==> src/rtl/way_resize_pkg.sv <==
package way_resize_pkg;
  // fractions are expressed in sixteenths
  localparam int FRAC_SHIFT = 4;

  typedef enum logic [1:0] {
    REQ_NONE   = 2'd0,
    REQ_SHRINK = 2'd1,
    REQ_GROW   = 2'd2
  } resize_req_e;
endpackage

==> src/rtl/rank_histogram.sv <==
module rank_histogram #(
  parameter int NUM_WAYS = 8,
  parameter int INTERVAL = 1024,
  parameter int TOPK     = 2,
  localparam int RW  = $clog2(NUM_WAYS),
  localparam int CW  = $clog2(INTERVAL + 1),
  localparam int ICW = $clog2(INTERVAL),
  localparam int SW  = CW + RW
) (
  input  logic          clk,
  input  logic          rst_n,
  input  logic          acc_take,
  input  logic          acc_hit,
  input  logic [RW-1:0] acc_rank,
  output logic          iv_done,
  output logic [SW-1:0] top_sum,
  output logic [SW-1:0] hit_sum
);
  localparam logic [CW-1:0]  BIN_MAX = {CW{1'b1}};
  localparam logic [ICW-1:0] IV_LAST = ICW'(INTERVAL - 1);

  logic [CW-1:0]  bins_q [NUM_WAYS];
  logic [CW-1:0]  bins_d [NUM_WAYS];
  logic [ICW-1:0] iv_q;
  logic           last_take;
  logic [SW-1:0]  top_d, hit_d;

  assign last_take = acc_take && (iv_q == IV_LAST);

  // one saturating bin per recency rank
  for (genvar g = 0; g < NUM_WAYS; g++) begin : g_bin
    always_comb begin
      bins_d[g] = bins_q[g];
      if (acc_take && acc_hit && (acc_rank == RW'(g)) && (bins_q[g] != BIN_MAX))
        bins_d[g] = bins_q[g] + 1'b1;
    end

    always_ff @(posedge clk) begin
      if (!rst_n || last_take) bins_q[g] <= '0;
      else                     bins_q[g] <= bins_d[g];
    end
  end

  always_comb begin
    top_d = '0;
    hit_d = '0;
    for (int r = 0; r < NUM_WAYS; r++) begin
      hit_d = hit_d + SW'(bins_d[r]);
      if (r < TOPK) top_d = top_d + SW'(bins_d[r]);
    end
  end

  always_ff @(posedge clk) begin
    if (!rst_n) begin
      iv_q    <= '0;
      iv_done <= 1'b0;
      top_sum <= '0;
      hit_sum <= '0;
    end else begin
      iv_done <= last_take;
      if (acc_take) iv_q <= last_take ? '0 : iv_q + 1'b1;
      if (last_take) begin
        top_sum <= top_d;
        hit_sum <= hit_d;
      end
    end
  end
endmodule

==> src/rtl/locality_classifier.sv <==
module locality_classifier
  import way_resize_pkg::*;
#(
  parameter int NUM_WAYS    = 8,
  parameter int SW          = 14,
  parameter int SHRINK_FRAC = 12,
  parameter int GROW_FRAC   = 6,
  localparam int AW = $clog2(NUM_WAYS + 1),
  localparam int PW = SW + FRAC_SHIFT + 1
) (
  input  logic          clk,
  input  logic          rst_n,
  input  logic          iv_done,
  input  logic [SW-1:0] top_sum,
  input  logic [SW-1:0] hit_sum,
  input  logic [AW-1:0] active_ways,
  output resize_req_e   raw_req
);
  logic [PW-1:0] top_scaled, shrink_lim, grow_lim;
  logic          want_shrink, want_grow, can_shrink, can_grow;

  always_comb begin
    top_scaled  = PW'(top_sum) << FRAC_SHIFT;
    shrink_lim  = PW'(hit_sum) * PW'(SHRINK_FRAC);
    grow_lim    = PW'(hit_sum) * PW'(GROW_FRAC);
    want_shrink = (hit_sum != '0) && (top_scaled > shrink_lim);
    want_grow   = (hit_sum == '0) || (top_scaled < grow_lim);
    can_shrink  = active_ways > AW'(1);
    can_grow    = active_ways < AW'(NUM_WAYS);
  end

  always_ff @(posedge clk) begin
    if (!rst_n) raw_req <= REQ_NONE;
    else if (iv_done && want_shrink && can_shrink) raw_req <= REQ_SHRINK;
    else if (iv_done && want_grow && can_grow)     raw_req <= REQ_GROW;
    else                                           raw_req <= REQ_NONE;
  end
endmodule

==> src/rtl/hysteresis_filter.sv <==
module hysteresis_filter
  import way_resize_pkg::*;
#(
  parameter int FW          = 3,
  parameter int SHRINK_STEP = 1,
  parameter int GROW_STEP   = 2
) (
  input  logic        clk,
  input  logic        rst_n,
  input  resize_req_e raw_req,
  output logic        cmd_shrink,
  output logic        cmd_grow
);
  localparam logic [FW-1:0] CNT_MAX = {FW{1'b1}};
  localparam logic [FW-1:0] CNT_MID = FW'(1 << (FW - 1));
  localparam logic [FW-1:0] S_STEP  = FW'(SHRINK_STEP);
  localparam logic [FW-1:0] G_STEP  = FW'(GROW_STEP);

  logic [FW-1:0] cnt_q, cnt_step;

  always_comb begin
    cnt_step = cnt_q;
    if (raw_req == REQ_SHRINK) begin
      if (cnt_q > CNT_MID)       cnt_step = CNT_MID;
      else if (cnt_q <= S_STEP)  cnt_step = '0;
      else                       cnt_step = cnt_q - S_STEP;
    end else if (raw_req == REQ_GROW) begin
      if (cnt_q < CNT_MID)                  cnt_step = CNT_MID;
      else if (cnt_q >= CNT_MAX - G_STEP)   cnt_step = CNT_MAX;
      else                                  cnt_step = cnt_q + G_STEP;
    end
  end

  always_ff @(posedge clk) begin
    if (!rst_n) begin
      cnt_q      <= CNT_MID;
      cmd_shrink <= 1'b0;
      cmd_grow   <= 1'b0;
    end else begin
      cmd_shrink <= 1'b0;
      cmd_grow   <= 1'b0;
      if (raw_req == REQ_SHRINK && cnt_step == '0) begin
        cmd_shrink <= 1'b1;
        cnt_q      <= CNT_MID;
      end else if (raw_req == REQ_GROW && cnt_step == CNT_MAX) begin
        cmd_grow <= 1'b1;
        cnt_q    <= CNT_MID;
      end else begin
        cnt_q <= cnt_step;
      end
    end
  end
endmodule

==> src/rtl/way_mask_ctrl.sv <==
module way_mask_ctrl #(
  parameter int NUM_WAYS = 8,
  localparam int RW = $clog2(NUM_WAYS),
  localparam int AW = $clog2(NUM_WAYS + 1)
) (
  input  logic                clk,
  input  logic                rst_n,
  input  logic                cmd_shrink,
  input  logic                cmd_grow,
  input  logic                flush_ack,
  output logic                flush_req,
  output logic [RW-1:0]       flush_way,
  output logic [NUM_WAYS-1:0] way_mask,
  output logic [AW-1:0]       active_ways
);
  logic [NUM_WAYS-1:0] grow_bit, drop_bit;

  for (genvar g = 0; g < NUM_WAYS; g++) begin : g_sel
    assign grow_bit[g] = (active_ways == AW'(g));
    assign drop_bit[g] = (flush_way == RW'(g));
  end

  always_ff @(posedge clk) begin
    if (!rst_n) begin
      way_mask    <= '1;
      active_ways <= AW'(NUM_WAYS);
      flush_req   <= 1'b0;
      flush_way   <= '0;
    end else if (flush_req) begin
      if (flush_ack) begin
        way_mask    <= way_mask & ~drop_bit;
        active_ways <= active_ways - 1'b1;
        flush_req   <= 1'b0;
      end
    end else if (cmd_shrink) begin
      flush_req <= 1'b1;
      flush_way <= RW'(active_ways - 1'b1);
    end else if (cmd_grow) begin
      way_mask    <= way_mask | grow_bit;
      active_ways <= active_ways + 1'b1;
    end
  end
endmodule

==> src/rtl/way_resize_ctrl.sv <==
module way_resize_ctrl
  import way_resize_pkg::*;
#(
  parameter int NUM_WAYS    = 8,
  parameter int INTERVAL    = 1024,
  parameter int TOPK        = 2,
  parameter int SHRINK_FRAC = 12,
  parameter int GROW_FRAC   = 6,
  localparam int RW = $clog2(NUM_WAYS),
  localparam int AW = $clog2(NUM_WAYS + 1),
  localparam int SW = $clog2(INTERVAL + 1) + RW
) (
  input  logic                clk,
  input  logic                rst_n,
  input  logic                acc_valid,
  output logic                acc_ready,
  input  logic                acc_hit,
  input  logic [RW-1:0]       acc_rank,
  output logic                flush_req,
  output logic [RW-1:0]       flush_way,
  input  logic                flush_ack,
  output logic [NUM_WAYS-1:0] way_mask,
  output logic [AW-1:0]       active_ways
);
  logic          acc_take, iv_done, cmd_shrink, cmd_grow;
  logic [SW-1:0] top_sum, hit_sum;
  resize_req_e   raw_req;

  assign acc_ready = !flush_req;
  assign acc_take  = acc_valid && acc_ready;

  rank_histogram #(.NUM_WAYS(NUM_WAYS), .INTERVAL(INTERVAL), .TOPK(TOPK)) hist_i (
    .clk(clk), .rst_n(rst_n), .acc_take(acc_take), .acc_hit(acc_hit),
    .acc_rank(acc_rank), .iv_done(iv_done), .top_sum(top_sum), .hit_sum(hit_sum)
  );

  locality_classifier #(
    .NUM_WAYS(NUM_WAYS), .SW(SW), .SHRINK_FRAC(SHRINK_FRAC), .GROW_FRAC(GROW_FRAC)
  ) class_i (
    .clk(clk), .rst_n(rst_n), .iv_done(iv_done), .top_sum(top_sum),
    .hit_sum(hit_sum), .active_ways(active_ways), .raw_req(raw_req)
  );

  hysteresis_filter #(.FW(3), .SHRINK_STEP(1), .GROW_STEP(2)) filt_i (
    .clk(clk), .rst_n(rst_n), .raw_req(raw_req),
    .cmd_shrink(cmd_shrink), .cmd_grow(cmd_grow)
  );

  way_mask_ctrl #(.NUM_WAYS(NUM_WAYS)) mask_i (
    .clk(clk), .rst_n(rst_n), .cmd_shrink(cmd_shrink), .cmd_grow(cmd_grow),
    .flush_ack(flush_ack), .flush_req(flush_req), .flush_way(flush_way),
    .way_mask(way_mask), .active_ways(active_ways)
  );
endmodule

==> config.mk <==
export PLATFORM = sky130hd
export DESIGN_NAME = way_resize_ctrl
export DESIGN_NICKNAME = d
export VERILOG_FILES = /design/src/rtl/way_resize_pkg.sv /design/src/rtl/rank_histogram.sv /design/src/rtl/locality_classifier.sv /design/src/rtl/hysteresis_filter.sv /design/src/rtl/way_mask_ctrl.sv /design/src/rtl/way_resize_ctrl.sv
export SDC_FILE = /design/constraint.sdc
export NUM_CORES = 1
export LEC_CHECK = 0
export ABC_AREA = 1
export ABC_CLOCK_PERIOD_IN_PS = 6300
export BUFFER_PORTS_ARGS = -buffer_cell sky130_fd_sc_hd__buf_2
export CAP_MARGIN = 40
export CORE_ASPECT_RATIO = 2
export CORE_MARGIN = 2
export CORE_UTILIZATION = 45
export DETAILED_ROUTE_END_ITERATION = 12
export HOLD_SLACK_MARGIN = 0.02
export PLACE_DENSITY = 0.75
export SLEW_MARGIN = 30
export SYNTH_ARGS = -nofsm -noshare
export SYNTH_HDL_FRONTEND = slang
export SYNTH_SLANG_ARGS = --single-unit
==> constraint.sdc <==
create_clock -name clk -period 6.3 [get_ports clk]
set_clock_uncertainty 0.15 [all_clocks]
set_input_delay 0.315 -clock clk [delete_from_list [all_inputs] [get_ports clk]]
set_output_delay 0.315 -clock clk [all_outputs]
set_load 0.01 [all_outputs]
Word level (Yosys, flattened, before mapping):

Memories as Yosys holds them, arrays and structs flattened.
Index checks and enable logic that the tools add are counted.

* add/subtract/negate cells: 20
* multipliers: 2
* $lt $le $gt $ge: 8
* equal/unequal tests: 35
* muxes and demuxes: 41
* bitwise gates (word level): 13
* reduce and logical (&&, ||, !) cells: 42

Operators with widths (count)
* $mux W11: 16
* $add A11 B1 Y11 const B: 8
* $ne A11 B11 Y1 const B: 8
* $add A14 B11 Y14: 6
* $mul A14 B2 Y16 const B: 2
* $mux W8: 4
* $eq A3 B3 Y1 const B: 9
* $logic_and A1 B1 Y1: 26
* $gt A18 B18 Y1: 1
* $lt A18 B17 Y1: 1
* $mux W3: 6
* $eq A4 B3 Y1 const B: 4
* $mux W4: 4
* $logic_not A14 Y1: 1
* $reduce_bool A14 Y1: 1
* $add A11 B11 Y12: 1
* $eq A3 B2 Y1 const B: 4
* $add A10 B1 Y10 const B: 1
* $eq A10 B10 Y1 const B: 1
* $mux W10: 1
* $logic_not A3 Y1: 3
* $mux W1: 9
* $and A8 B8 Y8: 1
* $eq A4 B2 Y1 const B: 2
* other kinds (29): 41

* register bits after elaboration: 62
* memory bits (writable): 88
* output and inout bits: 17
* memories: 1

Memory list
* hist_i.bins_q: depth 8, width 11, read ports 8, clocked after memory_dff 0, wr ports 8, line rank_histogram.sv:22 `logic [CW-1:0] bins_q [NUM_WAYS];`

Logic depth before layout (Yosys ltp):

* depth after elaboration: 13
* mapped depth: 36
* depth with buffers taken out: 36

Modules after synthesis:

Synthesis repeated with hierarchy kept, for this count alone.

* cells, all modules: 1886
* area total of the unflattened synthesis: 12489.5 sq um

Modules (own cells, without submodules)
* rank_histogram: instances 1, cells each 1361, area an instance 9287.7 sq um, sequential area each 2502.4 sq um
* locality_classifier: instances 1, cells each 333, area an instance 1903.1 sq um, sequential area each 40.0 sq um
* way_mask_ctrl: instances 1, cells each 135, area an instance 917.1 sq um, sequential area each 320.3 sq um
* hysteresis_filter: instances 1, cells each 54, area an instance 367.9 sq um, sequential area each 100.1 sq um
* way_resize_ctrl: instances 1, cells each 3, area an instance 13.8 sq um, sequential area each 0.0 sq um

Least setup slack after synthesis:

No wires, ideal clock.

* path kind: flip-flop to flip-flop
* start point: mem hist_i.bins_q[0][11] in the netlist's numbering
* end point: reg hist_i.hit_sum[13]
* setup time: 0.121 ns
* data arrival time: 5.976 ns
* required time: 6.029 ns
* setup slack: 0.053 ns
* stages on the path, launching flop included: 34
* path buffers: 0
* clock period less this slack: 6.247 ns
* path through: dfxtp_1 -> ha_1 -> inv_1 -> nor2_1 -> nand3_1 -> inv_1 -> nand2_1 -> nor2_1 -> nand2_1 -> nand2_2 -> inv_2 -> or2_1 -> o21ai_1 -> inv_1 -> fa_1 -> a21oi_1 -> o21bai_1 -> xor2_1 -> fa_1 -> inv_1 -> fa_1 -> inv_1 -> fa_1 -> inv_1 -> fa_1 -> inv_1 -> ha_1 -> a21oi_1 -> o21ai_0 -> nand2_1 -> nand4_1 -> or2_2 -> nand3_1 -> o21ai_0

RTL lines
* from (decl): line rank_histogram.sv:22
* to (signal assigned): line rank_histogram.sv:64 `hit_sum <= hit_d;`
* to (decl): line rank_histogram.sv:17 `output logic [SW-1:0] hit_sum`

==> reports/metrics.csv <==
stage;metric;value;unit
run_status;outcome;finished with violations;
synth;synth_warnings;0;
routing;first_iter_violations;593;
run_status;violations;setup timing;
critical_path;arrival;6.76;ns
global_routing;grt_max_degree;98;
timing;setup_viol;9;
clock_network;insertion_delay;0.45;ns
critical_path;cp_max_fo;3;
routing;ant_nets;0;
finish;syn_to_final_growth;26.0;%
power_and_ir_drop;p_leak;0.00675;µW
die;initial_core_util;0.457;
clock_network;h-tree-depth;4;
clock_network;path_clk_slew;0.07;ns
routing;via_per_inst;5.33;
timing;slew_violations;0;
global_routing;grt_pass1_vias;10673;
synth;synth_edf_count;0;
routing;num_vias;10874;
clock_network;root_buffer;clkbuf_16;
finish;layout.nets;1849;
global_routing;grt_overflow;0;
placement;io_buffers;24;
global_routing;antenna_found_initial;0;
die;dieHeight;227;µm
synth;syn_inst;1537;
synth;syn-cell-area;11200;µm²
timing;tightest_slew;0.790;ns
critical_path;crit_path_end_kind;flip-flop;
critical_path;critPathSlowestCell;fa_1;
hold_path;min-delay-start;flush_ack;
clock_network;cts.sinks;148;
synth;ys_seq_elements;148;
timing;fin_ws;-0.303;ns
synth;synthesis.nets;1692;
flow_run;cap_viol_max_count;0;
power_and_ir_drop;pwr_density_cell;160;nW/µm²
critical_path;crit_path_max_incr_delay;0.59;ns
critical_path;cpMostUsedCell;inv_2;
critical_path;r2r_setup_slack;-0.30;ns
hold_path;hp-class;primary input to flip-flop;
synth;synthFlopType;dfxtp_1;
critical_path;cp-start-kind;flip-flop;
synth;async_flop_share;0;
timing;hold_viol;0;
timing;max_slew_margin;0.473;
finish;insertedDiodeCount;0;
placement;place_congestion;1.01;
placement;place_area;12300;µm²
critical_path;r2r-start;hist_i.bins_q[0][12]$_SDFF_PP0_;
timing;fin_tns_setup;-1.81;ns
clock_network;cts_tree;done;
hold_path;hold_depth;4;
synth;avgSynthCellArea;7.26;µm²
critical_path;required;6.46;ns
global_routing;grt_pass1_wl;51.1;mm
die;die_area;26200;µm²
critical_path;crit_type;flip-flop to flip-flop;
clock_network;cts_buffers;17;
routing;wire_per_inst;17.4;µm
routing;first_pass_iters;6;
routing;drc;0;
routing;routed_wl;35.4;mm
timing;period_share;1.05;
hold_path;whs_endpoint;mask_i.flush_req$_SDFF_PN0_;
die;io_pins;25;
placement;dpl.hpwl;24.9;mm
power_and_ir_drop;p_total;2250;µW
timing;hold_slack;0.0588;ns
global_routing;track_usage;0.257;
die;die_x;115;µm
die;coreArea;24400;µm²
timing;rsz0062_at_grt;yes;
timing;clock.fmax;151;MHz
finish;drive_above_1_share;0.219;
die;core.rowCount;81;
power_and_ir_drop;ir_drop;0.000149;V
critical_path;reg2reg_depth;33;
clock_network;clockBufferDepth;2;
synth;synth_cell_types;52;
timing;min_period;6.60;ns
finish;final_area;14100;µm²
synth;synth-seq-area-share;0.265;
critical_path;reg2reg_to;hist_i.hit_sum[12]$_SDFFE_PN0P_;
## repair_timing
item                       in CTS  in global routing
buffers inserted               21                 16
hold endpoints to repair        0                  0
hold buffers                    0                  0
setup endpoints to repair      10                 11
cloned                          0                  0
pin swaps                      32                100
gates resized for setup        74                125
## cells in the mapped netlist (3+ instances only)
library cell	instances	area share
nand2_1	328	0.11
buf_6	7	0.0071
nand2_2	5	0.0028
nor4_1	5	0.0028
nor2_2	3	0.0017
o21bai_1	9	0.0061
a21o_1	4	0.0027
fa_1	55	0.099
and3_1	3	0.0017
a31oi_1	5	0.0028
o21ai_0	63	0.028
nor2_1	153	0.051
dfxtp_1	148	0.27
nor3_2	4	0.0036
ha_1	92	0.10
a21oi_1	73	0.033
inv_2	7	0.0024
xor2_1	59	0.046
o22ai_1	7	0.0039
inv_1	288	0.097
or2_2	6	0.0034
and2_1	9	0.0050
nor2_4	4	0.0040
buf_4	5	0.0034
nor3_1	27	0.012
clkbuf_1	3	0.0010
a31o_2	4	0.0031
nand3b_1	10	0.0067
a22o_1	5	0.0039
buf_2	7	0.0031
nand3_1	63	0.028
o211ai_1	6	0.0040
nand4_1	24	0.013
xnor2_1	20	0.016
## registers in the layout, summed over array words and instances, names as in the netlist
signal / flops
filt_i.cnt_q: 3
mask_i.active_ways: 4
hist_i.iv_q: 10
class_i.raw_req: 2
mask_i.flush_req: 1
hist_i.bins_q: 88
mask_i.flush_way: 3
mask_i.way_mask: 8
filt_i.cmd_grow: 1
hist_i.top_sum: 12
hist_i.hit_sum: 14
hist_i.iv_done: 1
filt_i.cmd_shrink: 1
## through the flow
stage,worst slack (ns),std cells,util
after global placement,-0.435,1972,0.503
after global routing,-0.508,2039,0.576
after floorplan,0.0529,1537,-
after CTS,0.000330,2025,0.550
after detailed placement,-0.504,1972,0.503
final,-0.303,2039,0.576
## area by class of cell
| type | instances | area [µm²] |
|---|---|---|
| fillers | 2061 | 10400 |
| multi-input cells | 1071 | 7730 |
| flip-flops and latches | 148 | 2970 |
| repair buffers | 160 | 1180 |
| inverters | 296 | 1130 |
| clock buffers | 17 | 425 |
| well taps | 332 | 415 |
| clock inverters | 15 | 209 |
## layout by cell type, fill, tap and decap left out, drive strengths merged, types with 32 or more instances in the layout
master	n
nand2	335
inv	305
nor2	161
buf	160
dfxtp	148
ha	92
a21oi	74
o21ai	66
nand3	64
xor2	59
fa	55
nor3	32
## per-layer routing
layer  vias up  routed length [µm]  global-route usage
met4         0                3790               0.239
met2       397               19000               0.493
li1       5156                   -                   -
met3       196                1380              0.0348
met1      5125               11200               0.216
met5         -                   0                   0
## kinds of logic (layout without fill, tap and decap cells)
logic type | count (synthesis) | after routing | synth area share
AOI/OAI and AO/OA | 192 | 192 | 0.100
xor gates and xnor gates | 79 | 79 | 0.0620
adders and majority gates | 147 | 147 | 0.202
buffers and inverters | 318 | 488 | 0.114
and+or+nand+nor | 653 | 653 | 0.256
DFF | 148 | 148 | 0.265
## worst max-delay path, delay by kind of cell (launching register included)
kind,cells,cell delay [ns]
fa+ha+maj,7,2.89
xor+xnor,1,0.11
buf+inv,10,0.88
simple gates,10,1.19
flops,1,0.36
compound gates,5,0.87
## where the power goes
group          total [µW]  switching (µW)  internal, µW
logic                 189             115          73.3
registers             946            5.69           941
clock network        1110             469           642
## worst max path at each step
stage                                                from                               to  slack (ns)  cells after the start
after floorplan           hist_i.bins_q[0][11]$_SDFF_PP0_  hist_i.hit_sum[13]$_SDFFE_PN0P_        0.05                     33
after global placement                          acc_valid  hist_i.hit_sum[10]$_SDFFE_PN0P_       -0.43                     32
after detailed placement                        acc_valid  hist_i.hit_sum[10]$_SDFFE_PN0P_       -0.50                     32
after CTS                 hist_i.bins_q[0][12]$_SDFF_PP0_  hist_i.hit_sum[12]$_SDFFE_PN0P_      0.0003                     37
after global routing      hist_i.bins_q[0][12]$_SDFF_PP0_   hist_i.hit_sum[7]$_SDFFE_PN0P_       -0.51                     33
final                     hist_i.bins_q[0][12]$_SDFF_PP0_  hist_i.hit_sum[12]$_SDFFE_PN0P_       -0.30                     33
Note: power is estimated with default switching activity, not from simulation.
